`src/rtl/sar_pkg.sv`:
```
package sar_pkg;

    typedef enum logic [1:0] {
        FMT_I2S  = 2'b00,
        FMT_LJ   = 2'b01,
        FMT_RJ16 = 2'b10,
        FMT_RJ24 = 2'b11
    } fmt_e;

    typedef enum logic [1:0] {
        ST_IDLE,
        ST_HUNT,
        ST_COLLECT,
        ST_HOLD
    } rx_state_e;

    typedef struct packed {
        fmt_e fmt;
        logic mono;
        logic pick_right;
        logic slow;
        logic bypass;
    } mode_t;

endpackage

```
`src/rtl/sar_mode_decode.sv`:
```
module sar_mode_decode
    import sar_pkg::*;
(
    input  logic       clk,
    input  logic       rst_n,
    input  logic       mono_pin,
    input  logic       chsel_pin,
    input  logic [1:0] fmt_pin,
    output mode_t      mode
);

    logic bypass_code;

    always_comb begin
        bypass_code     = !mono_pin && chsel_pin && (fmt_pin == 2'b11);
        mode.fmt        = fmt_e'(fmt_pin);
        mode.mono       = mono_pin || bypass_code;
        mode.pick_right = mono_pin && chsel_pin;
        mode.slow       = !mono_pin && chsel_pin && !bypass_code;
        mode.bypass     = bypass_code;
    end


    rolloff_chk: assert property (@(posedge clk) disable iff (!rst_n)
        mode.slow |-> (!mono_pin && chsel_pin && fmt_pin != 2'b11));


    bypass_chk: assert property (@(posedge clk) disable iff (!rst_n)
        mode.bypass |-> (mode.fmt == FMT_RJ24 && mode.mono && !mode.pick_right));

endmodule

```
`src/rtl/sar_edge_sync.sv`:
```
module sar_edge_sync #(
    parameter int SYNC_STAGES = 2
) (
    input  logic clk,
    input  logic rst_n,
    input  logic bck,
    input  logic lrck,
    input  logic sdata,
    output logic bit_stb,
    output logic bit_val,
    output logic lr_val
);

    localparam int TAP = SYNC_STAGES - 1;

    logic [SYNC_STAGES:0]   bck_q;
    logic [SYNC_STAGES-1:0] lr_q;
    logic [SYNC_STAGES-1:0] dat_q;

    always_ff @(posedge clk or negedge rst_n) begin
        if (!rst_n) begin
            bck_q <= '0;
            lr_q  <= '0;
            dat_q <= '0;
        end else begin
            bck_q <= {bck_q[SYNC_STAGES-1:0], bck};
            lr_q  <= {lr_q[SYNC_STAGES-2:0], lrck};
            dat_q <= {dat_q[SYNC_STAGES-2:0], sdata};
        end
    end

    assign bit_stb = bck_q[TAP] && !bck_q[TAP+1];
    assign bit_val = dat_q[TAP];
    assign lr_val  = lr_q[TAP];


    bit_strobe_chk: assert property (@(posedge clk) disable iff (!rst_n)
        bit_stb |=> !bit_stb);

endmodule

```
`src/rtl/sar_frame_fsm.sv`:
```
module sar_frame_fsm
    import sar_pkg::*;
#(
    parameter int SAMPLE_W = 24,
    parameter int SHORT_W  = 16,
    parameter int CNT_W    = 6
) (
    input  logic                clk,
    input  logic                rst_n,
    input  logic                bit_stb,
    input  logic                bit_val,
    input  logic                lr_val,
    input  fmt_e                fmt,
    input  logic                mono,
    input  logic                pick_right,
    output logic [SAMPLE_W-1:0] left_q,
    output logic [SAMPLE_W-1:0] right_q,
    output logic                frame_stb
);

    localparam int                PAD_W   = SAMPLE_W - SHORT_W;
    localparam logic [CNT_W-1:0]  END_MSB = CNT_W'(SAMPLE_W - 1);
    localparam logic [CNT_W-1:0]  END_I2S = CNT_W'(SAMPLE_W);
    localparam logic [CNT_W-1:0]  CNT_MAX = '1;
    localparam logic [CNT_W-1:0]  CNT_ONE = CNT_W'(1);

    rx_state_e           state_q, state_d;
    logic [CNT_W-1:0]    cnt_q, cnt_d;
    logic                lr_prev;
    logic [SAMPLE_W-1:0] shreg;
    logic [SAMPLE_W-1:0] shift_nx;
    logic [SAMPLE_W-1:0] rj_word;
    logic [SAMPLE_W-1:0] cap_l;
    logic                have_left;
    logic                lr_edge;
    logic                is_rj;
    logic                cur_left;
    logic [CNT_W-1:0]    end_idx;
    logic                cap_ev;
    logic                cap_left;
    logic [SAMPLE_W-1:0] cap_word;

    always_comb begin
        lr_edge  = (lr_val != lr_prev);
        is_rj    = fmt[1];
        cur_left = (fmt == FMT_I2S) ? !lr_val : lr_val;
        end_idx  = (fmt == FMT_I2S) ? END_I2S : END_MSB;
        shift_nx = {shreg[SAMPLE_W-2:0], bit_val};
        rj_word  = (fmt == FMT_RJ16) ? {shreg[SHORT_W-1:0], {PAD_W{1'b0}}} : shreg;
    end

    always_comb begin
        state_d  = state_q;
        cnt_d    = cnt_q;
        cap_ev   = 1'b0;
        cap_left = 1'b0;
        cap_word = '0;
        if (bit_stb) begin
            unique case (state_q)
                ST_IDLE: state_d = ST_HUNT;
                ST_HUNT: begin
                    if (lr_edge) begin
                        state_d = ST_COLLECT;
                        cnt_d   = CNT_ONE;
                    end
                end
                ST_COLLECT: begin
                    if (lr_edge) begin
                        cnt_d = CNT_ONE;
                        if (is_rj) begin
                            cap_ev   = 1'b1;
                            cap_left = !cur_left;
                            cap_word = rj_word;
                        end
                    end else begin
                        if (cnt_q != CNT_MAX) cnt_d = cnt_q + CNT_ONE;
                        if (!is_rj && cnt_q == end_idx) begin
                            cap_ev   = 1'b1;
                            cap_left = cur_left;
                            cap_word = shift_nx;
                            state_d  = ST_HOLD;
                        end
                    end
                end
                ST_HOLD: begin
                    if (lr_edge) begin
                        state_d = ST_COLLECT;
                        cnt_d   = CNT_ONE;
                    end
                end
                default: state_d = ST_IDLE;
            endcase
        end
    end

    always_ff @(posedge clk or negedge rst_n) begin
        if (!rst_n) begin
            state_q <= ST_IDLE;
            cnt_q   <= '0;
            lr_prev <= 1'b0;
            shreg   <= '0;
        end else begin
            state_q <= state_d;
            cnt_q   <= cnt_d;
            if (bit_stb) begin
                lr_prev <= lr_val;
                shreg   <= shift_nx;
            end
        end
    end

    always_ff @(posedge clk or negedge rst_n) begin
        if (!rst_n) begin
            cap_l     <= '0;
            have_left <= 1'b0;
            left_q    <= '0;
            right_q   <= '0;
            frame_stb <= 1'b0;
        end else begin
            frame_stb <= 1'b0;
            if (cap_ev) begin
                if (cap_left) begin
                    cap_l     <= cap_word;
                    have_left <= 1'b1;
                end else if (have_left) begin
                    frame_stb <= 1'b1;
                    have_left <= 1'b0;
                    if (mono) begin
                        left_q  <= pick_right ? cap_word : cap_l;
                        right_q <= pick_right ? cap_word : cap_l;
                    end else begin
                        left_q  <= cap_l;
                        right_q <= cap_word;
                    end
                end
            end
        end
    end


    valid_pulse_chk: assert property (@(posedge clk) disable iff (!rst_n)
        frame_stb |=> !frame_stb);


    hold_chk: assert property (@(posedge clk) disable iff (!rst_n)
        !frame_stb |-> ($stable(left_q) && $stable(right_q)));


    hunt_quiet_chk: assert property (@(posedge clk) disable iff (!rst_n)
        (state_q == ST_IDLE || state_q == ST_HUNT) |=> !frame_stb);

endmodule

```
`src/rtl/serial_audio_rx.sv`:
```
module serial_audio_rx
    import sar_pkg::*;
#(
    parameter int SAMPLE_W    = 24,
    parameter int SHORT_W     = 16,
    parameter int SYNC_STAGES = 2,
    parameter int CNT_W       = 6
) (
    input  logic                clk,
    input  logic                rst_n,
    input  logic                bck,
    input  logic                lrck,
    input  logic                sdata,
    input  logic                mono_sel,
    input  logic                chan_sel,
    input  logic [1:0]          fmt_sel,
    output logic [SAMPLE_W-1:0] left_out,
    output logic [SAMPLE_W-1:0] right_out,
    output logic                sample_valid,
    output logic                slow_rolloff,
    output logic                filter_bypass
);

    mode_t mode;
    logic  bit_stb;
    logic  bit_val;
    logic  lr_val;

    sar_mode_decode u_mode (
        .clk       (clk),
        .rst_n     (rst_n),
        .mono_pin  (mono_sel),
        .chsel_pin (chan_sel),
        .fmt_pin   (fmt_sel),
        .mode      (mode)
    );

    sar_edge_sync #(.SYNC_STAGES(SYNC_STAGES)) u_sync (
        .clk     (clk),
        .rst_n   (rst_n),
        .bck     (bck),
        .lrck    (lrck),
        .sdata   (sdata),
        .bit_stb (bit_stb),
        .bit_val (bit_val),
        .lr_val  (lr_val)
    );

    sar_frame_fsm #(
        .SAMPLE_W (SAMPLE_W),
        .SHORT_W  (SHORT_W),
        .CNT_W    (CNT_W)
    ) u_fsm (
        .clk        (clk),
        .rst_n      (rst_n),
        .bit_stb    (bit_stb),
        .bit_val    (bit_val),
        .lr_val     (lr_val),
        .fmt        (mode.fmt),
        .mono       (mode.mono),
        .pick_right (mode.pick_right),
        .left_q     (left_out),
        .right_q    (right_out),
        .frame_stb  (sample_valid)
    );

    assign slow_rolloff  = mode.slow;
    assign filter_bypass = mode.bypass;


    mono_copy_chk: assert property (@(posedge clk) disable iff (!rst_n)
        (sample_valid && mode.mono) |-> (left_out == right_out));

endmodule

```
`config.mk`:
```
export PLATFORM = sky130hd
export DESIGN_NAME = serial_audio_rx
export DESIGN_NICKNAME = d
export VERILOG_FILES = /design/src/rtl/sar_pkg.sv /design/src/rtl/sar_mode_decode.sv /design/src/rtl/sar_edge_sync.sv /design/src/rtl/sar_frame_fsm.sv /design/src/rtl/serial_audio_rx.sv
export SDC_FILE = /design/constraint.sdc
export NUM_CORES = 1
export LEC_CHECK = 0
export CELL_PAD_IN_SITES_DETAIL_PLACEMENT = 0
export CELL_PAD_IN_SITES_GLOBAL_PLACEMENT = 1
export CORE_AREA = 2 2 145 147
export DETAILED_ROUTE_END_ITERATION = 6
export DIE_AREA = 0 0 147 149
export PLACE_DENSITY = 0.61
export SYNTH_ARGS = -nofsm -noshare
export SYNTH_HDL_FRONTEND = slang
export SYNTH_SLANG_ARGS = --single-unit
```
`constraint.sdc`:
```
create_clock -name clk -period 2.8 [get_ports clk]
set_input_delay 0.28 -clock clk [delete_from_list [all_inputs] [get_ports clk]]
set_output_delay 0.28 -clock clk [all_outputs]
set_load 0.01 [all_outputs]
```
# == Word level (Yosys, flattened, before mapping) ==
# Cells that the tools add are included.
# word_totals
ff_bits,114
out_inout_bits,51
wordCells,80
input_bits,9
# classes
reduce_logical,21
bitwise_logic,1
eq_ne,12
n_addsub,1
n_mux,33
# op_table
op,n
24-bit two-way mux,9
6-bit two-way mux,3
1-bit two-way mux,15
6-bit case mux with 2 select lines,1
"2-bit equality test, second input constant",4
4-bit AND reduction,2
"6-bit by 1-bit adder with 6-bit output, second input constant",1
6-bit equality test,1
1-bit logical AND,6
1-bit zero test,6
2-bit two-way mux,3
"6-bit != test, second input constant",1
2-bit case mux with 3 select lines,1
2-bit zero test,2
4-bit two-way mux,1
"2-bit by 1-bit != test with 1-bit output, second input constant",2
"3-bit by 1-bit != test with 1-bit output, second input constant",1
3-bit AND reduction,1
"2-bit by 1-bit equality test with 1-bit output, second input constant",1
"2-bit != test, second input constant",1
2-bit AND reduction,1
2-bit nonzero test,1
2-bit OR reduction,1
1-bit logical OR,1
other kinds (2),2

# == Logic depth before layout (Yosys ltp) ==
# Gate-level depths: netlist (run 1).
# depth
depth_word,10
mapped_depth,8
ltp_nobuf,5

# == Hierarchy ==
# A second synthesis (run 1) with hierarchy kept.
# hier_totals
hier_cells,590
area_unflattened_um2,5962.0
# modules_own_cells
mod,area_per_inst_um2,instances,cells_each,seq_area_each_um2
sar_frame_fsm,5704.2,1,573,2677.6
sar_edge_sync,188.9,1,8,175.2
sar_mode_decode,68.8,1,9,0.0

# == Least setup slack after synthesis (run 1) ==
# Ideal clock, no wire load.
# synth_path
path_type,register -> register
startpoint,register u_fsm.cnt_q[1]
endpoint,register u_fsm.right_q[16]
arrival_time_ns,1.954
stages_incl_launch_ff,7
slack_ns,0.718
n_path_buf,1
required_time_ns,2.672
synth_period_minus_slack_ns,2.082
setup_ns,0.128
path_cell_list,dfrtp_1 > or4b_1 > o32ai_1 > nor3b_2 > o211ai_1 > buf_2 > mux2_1
# synth_between
elab_chain_len,8
elab_cells_between_ends,18
classes_between,1 x eq/ne; 14 x mux; 1 x bitwise; 2 x reduce/logical
# synth_rtl
item,line,text
"start, declared",sar_frame_fsm.sv:28,"logic [CNT_W-1:0] cnt_q, cnt_d;"
"start signal, assigned",sar_frame_fsm.sv:104,cnt_q <= cnt_d;
6-bit equality test *,sar_frame_fsm.sv:77,if (!is_rj && cnt_q == end_idx) begin
1-bit logical AND *,sar_frame_fsm.sv:77,
24-bit two-way mux or 1-bit two-way mux (tied branches),sar_frame_fsm.sv:77,
24-bit two-way mux or 1-bit two-way mux (tied branches),sar_frame_fsm.sv:68,if (lr_edge) begin
24-bit two-way mux or 1-bit two-way mux (tied branches),sar_frame_fsm.sv:59,unique case (state_q)
24-bit two-way mux or 1-bit two-way mux (tied branches),sar_frame_fsm.sv:58,if (bit_stb) begin
24-bit two-way mux or 1-bit inverter (tied branches),n/a,
24-bit two-way mux or 3-bit AND reduction (tied branches),n/a,
"end signal, assigned",sar_frame_fsm.sv:130,right_q <= pick_right ? cap_word : cap_l;
"end signal, assigned",sar_frame_fsm.sv:133,right_q <= cap_word;
"end, declared",sar_frame_fsm.sv:17,"output logic [SAMPLE_W-1:0] right_q,"
# Mark *: on every way between the ends. The rest lies on a longest branch, timed or not.
# A chain may end at the register's enable or synchronous reset.

# == Worst setup path in the final report (run 1) ==
# layout_path
startpoint,input fmt_sel[0]
endpoint,output filter_bypass
# layout_between
elab_chain_len,2
# layout_rtl
item,line,text
"start, declared",serial_audio_rx.sv:16,"input logic [1:0] fmt_sel,"
2-bit equality test,sar_mode_decode.sv:15,bypass_code = !mono_pin && chsel_pin && (fmt_pin == 2'b11);
1-bit logical AND,sar_mode_decode.sv:15,
"end, declared",serial_audio_rx.sv:21,output logic filter_bypass
# Every way passes these cells.

==> results of run 1 <==
## metal layers
metal	part of all wire	vias up	routed length, um
met5	0	-	0
met4	0.015	0	238
met3	0.047	22	754
met2	0.50	101	7970
met1	0.44	2387	6970
li1	-	2166	-
## cells in the mapped netlist, types with 20 or more instances
library cell / instances
a21oi_1: 33
clkbuf_1: 25
dfrtp_1: 114
inv_1: 38
mux2_1: 35
mux2_2: 30
mux2i_1: 48
nand2_1: 34
nand3_1: 25
nor2_1: 20
o21ai_0: 26
o31ai_1: 26
## path summary, 6_finish.rpt
| check | start | endpoint | depth (start not counted) |
|---|---|---|---|
| setup / recovery | fmt_sel[0] | filter_bypass | 6 |
| hold / removal | bck | u_sync.bck_q[0]$_DFF_PN0_ | 1 |
| setup reg to reg | u_fsm.cnt_q[1]$_DFFE_PN0P_ | u_fsm.left_q[4]$_DFFE_PN0P_ | 7 |
| hold reg to reg | u_sync.bck_q[0]$_DFF_PN0_ | u_sync.bck_q[1]$_DFF_PN0_ | 0 |
| max in group asynchronous | rst_n | u_fsm.shreg[15]$_DFFE_PN0P_ | 3 |
| min in group asynchronous | rst_n | u_fsm.cap_l[12]$_DFFE_PN0P_ | 2 |
## power by group
group | internal, W | switching, W | total, W
clock | 0.00151 | 0.000753 | 0.00227
sequential | 0.00215 | 0.000536 | 0.00269
combinational | 0.00101 | 0.000821 | 0.00183
## cell families after synthesis
group,share of synthesized area
muxes,0.203
buffers and inverters,0.0583
DFF,0.477
AOI/OAI and AO/OA,0.156
xor gates and xnor gates,0.00418
adders and majority gates,0.00209
and+or+nand+nor,0.0995
## stage by stage
| step | worst slack, ps | power (W) | utilization |
|---|---|---|---|
| 4_1_cts | 234 | 0.00689 | 0.371 |
| 3_5_place_dp | -26.8 | 0.00457 | 0.340 |
| 6_report | 244 | 0.00679 | 0.371 |
| 3_3_place_gp | 62.0 | 0.00453 | 0.340 |
| 2_1_floorplan | 718 | 0.00346 | - |
| 5_1_grt | 154 | 0.00719 | 0.371 |
## flip-flops by register name, summed over array words and instances (netlist names)
| register | count |
|---|---|
| u_fsm.right_q | 24 |
| u_fsm.state_q | 2 |
| u_fsm.left_q | 24 |
| u_fsm.shreg | 24 |
| u_sync.dat_q | 2 |
| u_fsm.cnt_q | 6 |
| u_fsm.cap_l | 24 |
| u_fsm.lr_prev | 1 |
| u_sync.bck_q | 3 |
| u_sync.lr_q | 2 |
| u_fsm.frame_stb | 1 |
| u_fsm.have_left | 1 |
## layout make-up
type | count | area [um2]
sequential | 114 | 2850
clock inverter | 8 | 124
timing repair buffer | 88 | 871
multi-input combinational | 371 | 2790
inverter | 38 | 143
tap | 275 | 344
fill | 2017 | 12900
clock buffer | 24 | 502
## critical path, stage by stage
cell and delay, ps:
clkdlybuf4s50_1 490, buf_4 120, buf_4 300, and4b_1 260, buf_4 230, clkdlybuf4s50_1 580
==> reports/results.ini, run 1 <==
[timing]
min_period_ps = 2560
whs_ps = 300
finalMaxSlewViolations = 0
slew_headroom = 0.543
fin_setup_tns_ps = 0
rsz0062_at_grt = no
worst_slew_pin_slew_ps = 685
setup_viol = 0
finalClockSkew_ps = 6.58
finalHoldViolations = 0
max_freq_mhz = 391
finalCritPeriodShare = 0.913

[grt]
grt_pass1_wl_um = 26000
overflow = 0
busiest_layer = met2
grt_pass1_vias = 4948
antenna_found_initial = 0
grt_util_met3 = 0.0422
track_usage = 0.152
grt_use_met1 = 0.185
grt_max_degree = 48
met2_usage = 0.259

[placement]
place_hpwl_um = 10700
dp_cells = 885
io_buffers = 59
routabilityCongestion = 0.799
dpl_cell_area_um2 = 6990

[cells_and_area]
drive_above_1_share = 0.151
fin_area_um2 = 7630
mostFrequentLayoutCell = dfrtp_1
final_cell_mix = dfrtp_1, clkdlybuf4s50_1, mux2i_1
instances_no_fill = 918
syn_to_final_growth_pct = 27.5
diodes = 0
nets = 640

[synth]
synthArstFlopShare = 1.00
synth_enable_flop_cells = 0
ys_seq_area_frac = 0.477
yosysTopAreaCell = dfrtp_1
synth_top_area_frac = 0.477
ys_top_cells_by_area = dfrtp_1, mux2i_1, mux2_1
netlist_area_um2 = 5980
synth_cell_types = 47
syn_nets = 576
synthCells = 566
yosys_most_used_dff = dfrtp_1
synth-seq-cells = 114
ys_warn_count = 0
postSynthAreaPerCell_um2 = 10.6

[pwr]
power_leakage_nw = 3.51
power.density_nw_per_um2 = 890
vdd_drop_max_mv = 0.480

[drt]
drc = 0
postRouteAntennaNets = 0
wirelength_um = 15900
wire_per_inst_um = 17.4
firstDrtPassIters = 4
via_per_inst = 5.09
initialDrtViolationCount = 234
num_vias = 4676

[floorplan]
rows = 53
io_pins = 60
core_um2 = 20600
die_h_um = 149
die-area_um2 = 21900
start_util = 0.291
die_w_um = 147

[setup_path]
worstSetupPathType = in -> out
start_kind = input pin
required_ps = 2520
arrival_ps = 2280
rrSetupSlack_ps = 290
worst_setup_path_end_kind = output pin
crit_fanout = 19

[clocking]
clockRootBuffer = clkbuf_16
cts_setup_buffers = 0
cts_tree = built
clock_latency_ps = 420
cts_max_path_buffers = 2
htreeDepth = 4
cts_resized = 0
clkTransAtPathRegs_ps = 50
numCtsBuffers = 17
clock_sink_count = 114
holdBufCountCts = 1

[status]
status = finished, final reports clean

[run]
cap_violations = 0

[hold_path]
hold_class = in -> reg

No activity file was read; power rests on OpenSTA's default activity.
==> run 2, diff against run 1 <==
- CAP_MARGIN: unset -> 20
==> results of run 2 <==
Final layout, timing and power as in run 1 (identical DEF).
==> run 3, diff against run 2 <==
- HOLD_SLACK_MARGIN: unset -> 0.02
==> results of run 3 <==
Final layout, timing and power as in run 1 (identical DEF).
